===== config.mk =====
export PLATFORM = sky130hd
export DESIGN_NAME = i2c_conv_target
export DESIGN_NICKNAME = d
export VERILOG_FILES = /design/src/rtl/i2ct_pkg.sv /design/src/rtl/i2ct_sync.sv /design/src/rtl/i2ct_ctrl.sv /design/src/rtl/i2c_conv_target.sv
export SDC_FILE = /design/constraint.sdc
export NUM_CORES = 1
export LEC_CHECK = 0
export ABC_AREA = 1
export ABC_CLOCK_PERIOD_IN_PS = 2500
export BUFFER_PORTS_ARGS = -buffer_cell sky130_fd_sc_hd__buf_2
export CORE_MARGIN = 2
export CORE_UTILIZATION = 58
export CTS_CLUSTER_DIAMETER = 80
export DETAILED_ROUTE_END_ITERATION = 10
export PLACE_DENSITY = 0.89
export SYNTH_ARGS = -nofsm -noshare
export SYNTH_HDL_FRONTEND = slang
export SYNTH_HIERARCHICAL = 1
export SYNTH_SLANG_ARGS = --single-unit

===== constraint.sdc =====
create_clock -name clk -period 2.5 [get_ports clk]
set_clock_uncertainty 0.2 [all_clocks]
set_input_delay 0.125 -clock clk [delete_from_list [all_inputs] [get_ports clk]]
set_output_delay 0.125 -clock clk [all_outputs]
set_load 0.05 [all_outputs]

===== src/rtl/i2ct_pkg.sv =====
package i2ct_pkg;

  typedef enum logic [2:0] {
    ST_IDLE,
    ST_ADDR,
    ST_WRITE,
    ST_READ,
    ST_GCALL,
    ST_SKIP
  } tgt_state_t;

  localparam logic [7:0] GC_ADDR_BYTE = 8'h00;
  localparam logic [7:0] GC_RESET_CMD = 8'h06;
  localparam logic [7:0] GC_LATCH_CMD = 8'h04;

  // Byte presented for read slot idx: result high, result low, config, then idle-high.
  function automatic logic [7:0] rd_byte(input logic [1:0] idx,
                                         input logic [15:0] res,
                                         input logic [7:0] cfg);
    case (idx)
      2'd0:    rd_byte = res[15:8];
      2'd1:    rd_byte = res[7:0];
      2'd2:    rd_byte = cfg;
      default: rd_byte = 8'hFF;
    endcase
  endfunction

  function automatic logic is_master_code(input logic [7:0] b);
    is_master_code = (b[7:3] == 5'b00001);
  endfunction

  function automatic logic gc_data_acked(input logic [7:0] b);
    gc_data_acked = (b == GC_RESET_CMD) || (b == GC_LATCH_CMD);
  endfunction

endpackage


===== src/rtl/i2ct_sync.sv =====
module i2ct_sync #(
  parameter int STAGES = 2
) (
  input  logic clk,
  input  logic rst_n,
  input  logic scl_i,
  input  logic sda_i,
  output logic sda_s,
  output logic scl_rise,
  output logic scl_fall,
  output logic start_det,
  output logic stop_det
);
  logic [STAGES-1:0] scl_pipe, sda_pipe;
  logic scl_q, sda_q, scl_s;

  always_ff @(posedge clk or negedge rst_n) begin
    if (!rst_n) begin
      scl_pipe <= '1;
      sda_pipe <= '1;
      scl_q    <= 1'b1;
      sda_q    <= 1'b1;
    end else begin
      scl_pipe <= {scl_pipe[STAGES-2:0], scl_i};
      sda_pipe <= {sda_pipe[STAGES-2:0], sda_i};
      scl_q    <= scl_pipe[STAGES-1];
      sda_q    <= sda_pipe[STAGES-1];
    end
  end

  assign scl_s     = scl_pipe[STAGES-1];
  assign sda_s     = sda_pipe[STAGES-1];
  assign scl_rise  = scl_s & ~scl_q;
  assign scl_fall  = ~scl_s & scl_q;
  assign start_det = scl_s & scl_q & sda_q & ~sda_s;
  assign stop_det  = scl_s & scl_q & ~sda_q & sda_s;
endmodule


===== src/rtl/i2ct_ctrl.sv =====
module i2ct_ctrl
  import i2ct_pkg::*;
#(
  parameter logic [6:0] DEV_ADDR = 7'b1001000,
  parameter int         RES_W    = 16,
  parameter int         CFG_W    = 8
) (
  input  logic             clk,
  input  logic             rst_n,
  input  logic             sda_s,
  input  logic             scl_rise,
  input  logic             scl_fall,
  input  logic             start_det,
  input  logic             stop_det,
  input  logic [RES_W-1:0] result_i,
  input  logic [CFG_W-1:0] cfg_rd_i,
  output logic             sda_oe,
  output logic             wr_stb,
  output logic [CFG_W-1:0] wr_data,
  output logic             gc_rst,
  output logic             hs_mode
);
  localparam int CNT_W = 4;
  localparam logic [CNT_W-1:0] LAST_BIT = CNT_W'(7);
  localparam logic [CNT_W-1:0] FULL     = CNT_W'(8);

  tgt_state_t       st, nxt;
  logic [CNT_W-1:0] bitcnt;
  logic             in_ack, ack_ok, mack;
  logic [7:0]       rx_sh, tx_sh;
  logic [1:0]       rd_idx;
  logic [RES_W-1:0] res_q;

  logic [7:0] rx_byte, tx_first, tx_next;
  logic [1:0] nidx;
  logic       active;

  assign rx_byte  = {rx_sh[6:0], sda_s};
  assign nidx     = (rd_idx == 2'd3) ? 2'd3 : rd_idx + 2'd1;
  assign tx_first = rd_byte(2'd0, res_q, cfg_rd_i);
  assign tx_next  = rd_byte(nidx, res_q, cfg_rd_i);
  assign active   = (st != ST_IDLE) && (st != ST_SKIP);

  always_ff @(posedge clk or negedge rst_n) begin
    if (!rst_n) begin
      st      <= ST_IDLE;
      nxt     <= ST_IDLE;
      bitcnt  <= '0;
      in_ack  <= 1'b0;
      ack_ok  <= 1'b0;
      mack    <= 1'b0;
      rx_sh   <= '0;
      tx_sh   <= 8'hFF;
      rd_idx  <= '0;
      res_q   <= '0;
      sda_oe  <= 1'b0;
      wr_stb  <= 1'b0;
      wr_data <= '0;
      gc_rst  <= 1'b0;
      hs_mode <= 1'b0;
    end else begin
      wr_stb <= 1'b0;
      gc_rst <= 1'b0;
      if (stop_det) begin
        st      <= ST_IDLE;
        bitcnt  <= '0;
        in_ack  <= 1'b0;
        sda_oe  <= 1'b0;
        hs_mode <= 1'b0;
      end else if (start_det) begin
        st     <= ST_ADDR;
        bitcnt <= '0;
        in_ack <= 1'b0;
        sda_oe <= 1'b0;
      end else if (active) begin
        if (scl_rise) begin
          if (in_ack) begin
            mack <= ~sda_s;
          end else if (bitcnt < FULL) begin
            bitcnt <= bitcnt + 1'b1;
            if (st != ST_READ) begin
              rx_sh <= rx_byte;
              if (bitcnt == LAST_BIT) begin
                unique case (st)
                  ST_ADDR: begin
                    if (rx_byte[7:1] == DEV_ADDR) begin
                      ack_ok <= 1'b1;
                      nxt    <= rx_byte[0] ? ST_READ : ST_WRITE;
                      if (rx_byte[0]) res_q <= result_i;
                    end else if (rx_byte == GC_ADDR_BYTE) begin
                      ack_ok <= 1'b1;
                      nxt    <= ST_GCALL;
                    end else begin
                      ack_ok <= 1'b0;
                      nxt    <= ST_SKIP;
                      if (is_master_code(rx_byte)) hs_mode <= 1'b1;
                    end
                  end
                  ST_WRITE: begin
                    wr_stb  <= 1'b1;
                    wr_data <= rx_byte;
                    ack_ok  <= 1'b1;
                    nxt     <= ST_WRITE;
                  end
                  ST_GCALL: begin
                    ack_ok <= gc_data_acked(rx_byte);
                    gc_rst <= (rx_byte == GC_RESET_CMD);
                    nxt    <= ST_SKIP;
                  end
                  default: begin
                    ack_ok <= 1'b0;
                    nxt    <= ST_SKIP;
                  end
                endcase
              end
            end
          end
        end else if (scl_fall) begin
          if (in_ack) begin
            in_ack <= 1'b0;
            bitcnt <= '0;
            if (st == ST_READ) begin
              if (mack) begin
                rd_idx <= nidx;
                tx_sh  <= tx_next;
                sda_oe <= (nidx != 2'd3) & ~tx_next[7];
              end else begin
                st     <= ST_SKIP;
                sda_oe <= 1'b0;
              end
            end else begin
              st <= nxt;
              if (nxt == ST_READ) begin
                rd_idx <= 2'd0;
                tx_sh  <= tx_first;
                sda_oe <= ~tx_first[7];
              end else begin
                sda_oe <= 1'b0;
              end
            end
          end else if (bitcnt == FULL) begin
            in_ack <= 1'b1;
            sda_oe <= (st == ST_READ) ? 1'b0 : ack_ok;
          end else if (st == ST_READ && bitcnt != '0) begin
            tx_sh  <= {tx_sh[6:0], 1'b1};
            sda_oe <= (rd_idx != 2'd3) & ~tx_sh[6];
          end
        end
      end
    end
  end
endmodule


===== src/rtl/i2c_conv_target.sv =====
module i2c_conv_target #(
  parameter logic [6:0] DEV_ADDR    = 7'b1001000,
  parameter int         SYNC_STAGES = 2,
  parameter int         RES_W       = 16,
  parameter int         CFG_W       = 8
) (
  input  logic             clk,
  input  logic             rst_n,
  input  logic             scl_i,
  input  logic             sda_i,
  output logic             sda_oe_o,
  input  logic [RES_W-1:0] result_i,
  input  logic [CFG_W-1:0] cfg_rd_i,
  output logic             cfg_wr_o,
  output logic [CFG_W-1:0] cfg_data_o,
  output logic             gc_reset_o,
  output logic             hs_mode_o
);
  // Named internal events, visible to the bound checker.
  logic sda_s_w, scl_rise_w, scl_fall_w, start_w, stop_w;

  i2ct_sync #(.STAGES(SYNC_STAGES)) u_sync (
    .clk       (clk),
    .rst_n     (rst_n),
    .scl_i     (scl_i),
    .sda_i     (sda_i),
    .sda_s     (sda_s_w),
    .scl_rise  (scl_rise_w),
    .scl_fall  (scl_fall_w),
    .start_det (start_w),
    .stop_det  (stop_w)
  );

  i2ct_ctrl #(.DEV_ADDR(DEV_ADDR), .RES_W(RES_W), .CFG_W(CFG_W)) u_ctrl (
    .clk       (clk),
    .rst_n     (rst_n),
    .sda_s     (sda_s_w),
    .scl_rise  (scl_rise_w),
    .scl_fall  (scl_fall_w),
    .start_det (start_w),
    .stop_det  (stop_w),
    .result_i  (result_i),
    .cfg_rd_i  (cfg_rd_i),
    .sda_oe    (sda_oe_o),
    .wr_stb    (cfg_wr_o),
    .wr_data   (cfg_data_o),
    .gc_rst    (gc_reset_o),
    .hs_mode   (hs_mode_o)
  );
endmodule


==> summary.txt <==
Run status
  • Status: completed

Yosys
  • Simple-gate portion of the synthesized area: 33.6%
  • Mapped cell area: 0.00325 mm^2
  • Syn Inst Count: 430
  • #FFs+latches synth: 63
  • Synth Area per Inst: 7.57 um^2
  • Post-synthesis mux area share: 0%
  • Post-synth cell types: 27
  • Synth Area in Compound Gates: 8.38%
  • Post-synth top area share: around two fifths
  • Largest cells by area after synthesis: dfrtp_1 38%, nand2_1 12%, dfstp_2 10%, nor2_1 7.4%, inv_1 6.0%
  • Adder-cell share of the synthesized area: 0.769%
  • Cell taking the most area after synthesis: dfrtp_1
  • XOR/XNOR Fraction of Synth Area: 0%
  • Sequential area share after synthesis: 48.9%
  • Yosys warns: 6
  • Post-synth net total: 460
  • Combinational family with the most area after synthesis: simple AND/OR/NAND/NOR gates

Timing
  • Fin Setup TNS: 0 ns
  • F_max: 0.424 GHz
  • Unrepaired setup endpoints after global routing: no
  • Final hold vios: 0
  • Endpoints failing setup: 0
  • Worst-margin pin slew: approximately 0.64 ns
  • Pins Over Slew Limit: 0
  • Period utilisation layout: 94.4%
  • Tmin final: about 2.4 ns
  • Slew margin rel.: roughly 57%

CTS
  • H-tree lvl count: 3
  • Clock latency on the worst-skew pair: 0.35 ns
  • Worst-path clk slew: 0.07 ns
  • CTS tree: built
  • CTS Sinks: 63
  • Cts bufs inserted: 9
  • CTS Root Cell: clkbuf_8
  • Maximum clock path buffer count: 2

Power and ir drop
  • Power per Cell Area: between 500 and 600 mW/mm^2
  • Switching Power: 544 uW
  • Net Sw Frac: 24.9%
  • Leak pwr: 1.95 nW
  • Comb pwr share: 8.5%
  • Final Total Pwr: between 2 and 2.5 mW
  • Peak supply drop: ~0.48 mV
  • Clock Power Share: 42.3%
  • Cell-internal power: 1.64 mW
  • Sequential share of power: about half

Cells and area
  • Util after Layout: 72.8%
  • P&R area growth vs syn: 22.5%
  • Share of cells above drive strength 1: 19.0%
  • Non-filler instance count after layout: around 580
  • Final net count: 530

Min path
  • Hold Path Stages: 5
  • Worst Hold Path EP: u_ctrl/tx_sh[0]
  • Worst min-delay path startpoint: cfg_rd_i[0]
  • Hold crit path type: in -> reg

Floorplan
  • Row count: 27
  • DIE AREA: a little over 0.006 mm^2
  • Ports: 40
  • Initial cell density of the core: 59.5%
  • Core area: between 0.005 and 0.006 mm^2
  • Die H: 78.9 um
  • Die X: a little under 80 um

Global route
  • Total track usage: between 30 and 40%
  • Vias in the first global route: roughly 3,100
  • M3 GR Usage: about 8.5%
  • First-pass GRT wire length: 14.4 mm
  • Met1 Resource Use GR: 36.1%
  • Top Usage Layer GRT: met2
  • Global Route met2 Usage: 48.7%
  • Antenna violations before repair: 0
  • GRT overflow: 0
  • Largest net degree at the start of global routing: 37

Setup path
  • Crit start category: flop
  • R2r startpoint: u_sync/sda_pipe[1]
  • Critical path fanouts, max: 19
  • Crit path DAT: 2.41 ns
  • Register-to-register setup slack: 0.14 ns
  • Critical Path RT: ~2.6 ns
  • Crit Path Class: reg -> reg
  • Worst reg2reg path depth: 10
  • Reg2reg end: u_ctrl/wr_data[2]
  • Crit. End Element: flop

Drt
  • Vias/cell: 5.64
  • Initial drt markers: 275
  • Routed via count: 3,261
  • DRT Wirelength: roughly 8.8 mm
  • DRC violations left: 0
  • Pre-antenna DRT Iters: 5
  • Routed length per instance: 15.3 um
  • Post-route ant nets: 0

Flow run
  • Number of max-cap violations: 0

Placement
  • Port buffer count: 39
  • Placed Cells: 536
  • RD Place Congestion: 0.943
  • HPWL after DPL: 5.47 mm
## power groups by stage
| stage | registers [mW] | logic (mW) | clock network, mW |
|---|---|---|---|
| global route | 1.08 | 0.204 | 0.970 |
| global placement | 1.09 | 0.144 | 0 |
| CTS | 1.07 | 0.179 | 0.936 |
| finish | 1.08 | 0.185 | 0.924 |
| floorplan | 1.10 | 0.0726 | 0 |
| detailed placement | 1.09 | 0.150 | 0 |
## layer usage
metal | vias to the layer above | part of all wire [%] | wire (um)
li1 | 1499 | - | -
met1 | 1524 | 39 | 3450
met2 | 192 | 49 | 4370
met3 | 46 | 7.5 | 667
met4 | 0 | 4.1 | 364
met5 | - | 0 | 0
## cell type report
type | count | area, um^2
antenna | 1 | 2.50
clock buffer | 11 | 151
clock inverter | 5 | 56.3
fill | 384 | 1490
inverter | 56 | 210
multi-input combinational | 301 | 1390
sequential | 63 | 1590
tap | 72 | 90.1
timing repair buffer | 69 | 490
## state kept, by name, summed over array words and instances, names as in the netlist, 3 cells and up
| register | count |
|---|---|
| u_ctrl/res_q | 16 |
| u_ctrl/wr_data | 8 |
| u_ctrl/rx_sh | 7 |
| u_ctrl/tx_sh | 7 |
| u_ctrl/bitcnt | 4 |
| u_ctrl/nxt | 3 |
| u_ctrl/st | 3 |
## worst max path at each step
stage                  startpoint                end  slack (ns)  cells past startpoint
2_1_floorplan  u_sync/scl_pipe[1]  u_ctrl/wr_data[1]        0.53                     10
4_1_cts        u_sync/sda_pipe[1]   u_ctrl/res_q[15]        0.18                     10
3_3_place_gp   u_sync/sda_pipe[1]  u_ctrl/wr_data[0]        0.35                     11
5_1_grt        u_sync/sda_pipe[1]  u_ctrl/wr_data[2]       0.004                     10
6_report       u_sync/sda_pipe[1]  u_ctrl/wr_data[2]        0.14                     10
3_5_place_dp   u_sync/sda_pipe[1]   u_ctrl/res_q[15]        0.19                     10
## logic make-up (layout without fill, tap and decap cells)
kind of cell,count (synthesis),after routing
simple gates,247,247
buf+inv,66,141
flops,63,63
compound gates,52,52
fa+ha+maj,2,2
other cells,0,1
## through the flow
| step | hold slack [ns] | setup WS, ns | area (um^2) |
|---|---|---|---|
| after floorplan | -0.371 | 0.531 | 3250 |
| after global placement | -0.0296 | 0.354 | 3530 |
| after detailed placement | -0.0190 | 0.186 | 3530 |
| after CTS | 0.00307 | 0.177 | 3970 |
| after global routing | 0.0212 | 0.00439 | 3980 |
| final | 0.00483 | 0.140 | 3990 |
## Yosys cell counts
| library cell | count |
|---|---|
| a21oi_2 | 1 |
| nor2_2 | 3 |
| inv_1 | 52 |
| nand3_4 | 2 |
| buf_2 | 5 |
| nand2_2 | 5 |
| nand2_1 | 108 |
| o211ai_1 | 1 |
| nand3_1 | 34 |
| o31ai_1 | 1 |
| nor2_1 | 64 |
| clkinv_1 | 1 |
| o21ai_2 | 1 |
| or2_2 | 1 |
| nand4_1 | 6 |
| inv_2 | 3 |
| clkbuf_1 | 3 |
| o21ai_1 | 5 |
| ha_1 | 2 |
| a21oi_1 | 16 |
| nand3_2 | 1 |
| nor2_4 | 4 |
| o21ai_0 | 27 |
| nor3_1 | 19 |
| buf_6 | 2 |
| dfrtp_1 | 50 |
| dfstp_2 | 13 |
## repair_timing
action,CTS,global route
setup endpoints to repair,0,11
buffers inserted,0,2
hold buffers,23,0
resized for setup,0,0
endpoints found under the hold margin,49,0
## cell usage in the layout (no fill, tap or decap), types with 2 or more instances in the layout
| master | synthesis | routed |
|---|---|---|
| a21oi_1 | 16 | 16 |
| buf_2 | 5 | 39 |
| nand3_1 | 34 | 34 |
| clkbuf_8 | 0 | 11 |
| buf_4 | 0 | 6 |
| nor2_4 | 4 | 4 |
| nand3_4 | 2 | 2 |
| nor2_1 | 64 | 64 |
| nand2_2 | 5 | 5 |
| nor2_2 | 3 | 3 |
| inv_2 | 3 | 3 |
| clkinv_2 | 0 | 2 |
| nand4_1 | 6 | 6 |
| dlygate4sd3_1 | 0 | 23 |
| dfrtp_1 | 50 | 50 |
| o21ai_0 | 27 | 27 |
| nor3_1 | 19 | 19 |
| o21ai_1 | 5 | 5 |
| dfstp_2 | 13 | 13 |
| inv_1 | 52 | 52 |
| ha_1 | 2 | 2 |
| nand2_1 | 108 | 108 |
## critical path, stage by stage (launching register included)
cell and delay [ns]:
dfstp_2 0.58, inv_1 0.05, nand2_1 0.05, nor2_1 0.09, nor2_4 0.22, nand2_2 0.12
nor2_4 0.13, nand3_4 0.22, inv_2 0.14, nand2_2 0.18, o21ai_0 0.27
Note: power is estimated with default switching activity, not from simulation.
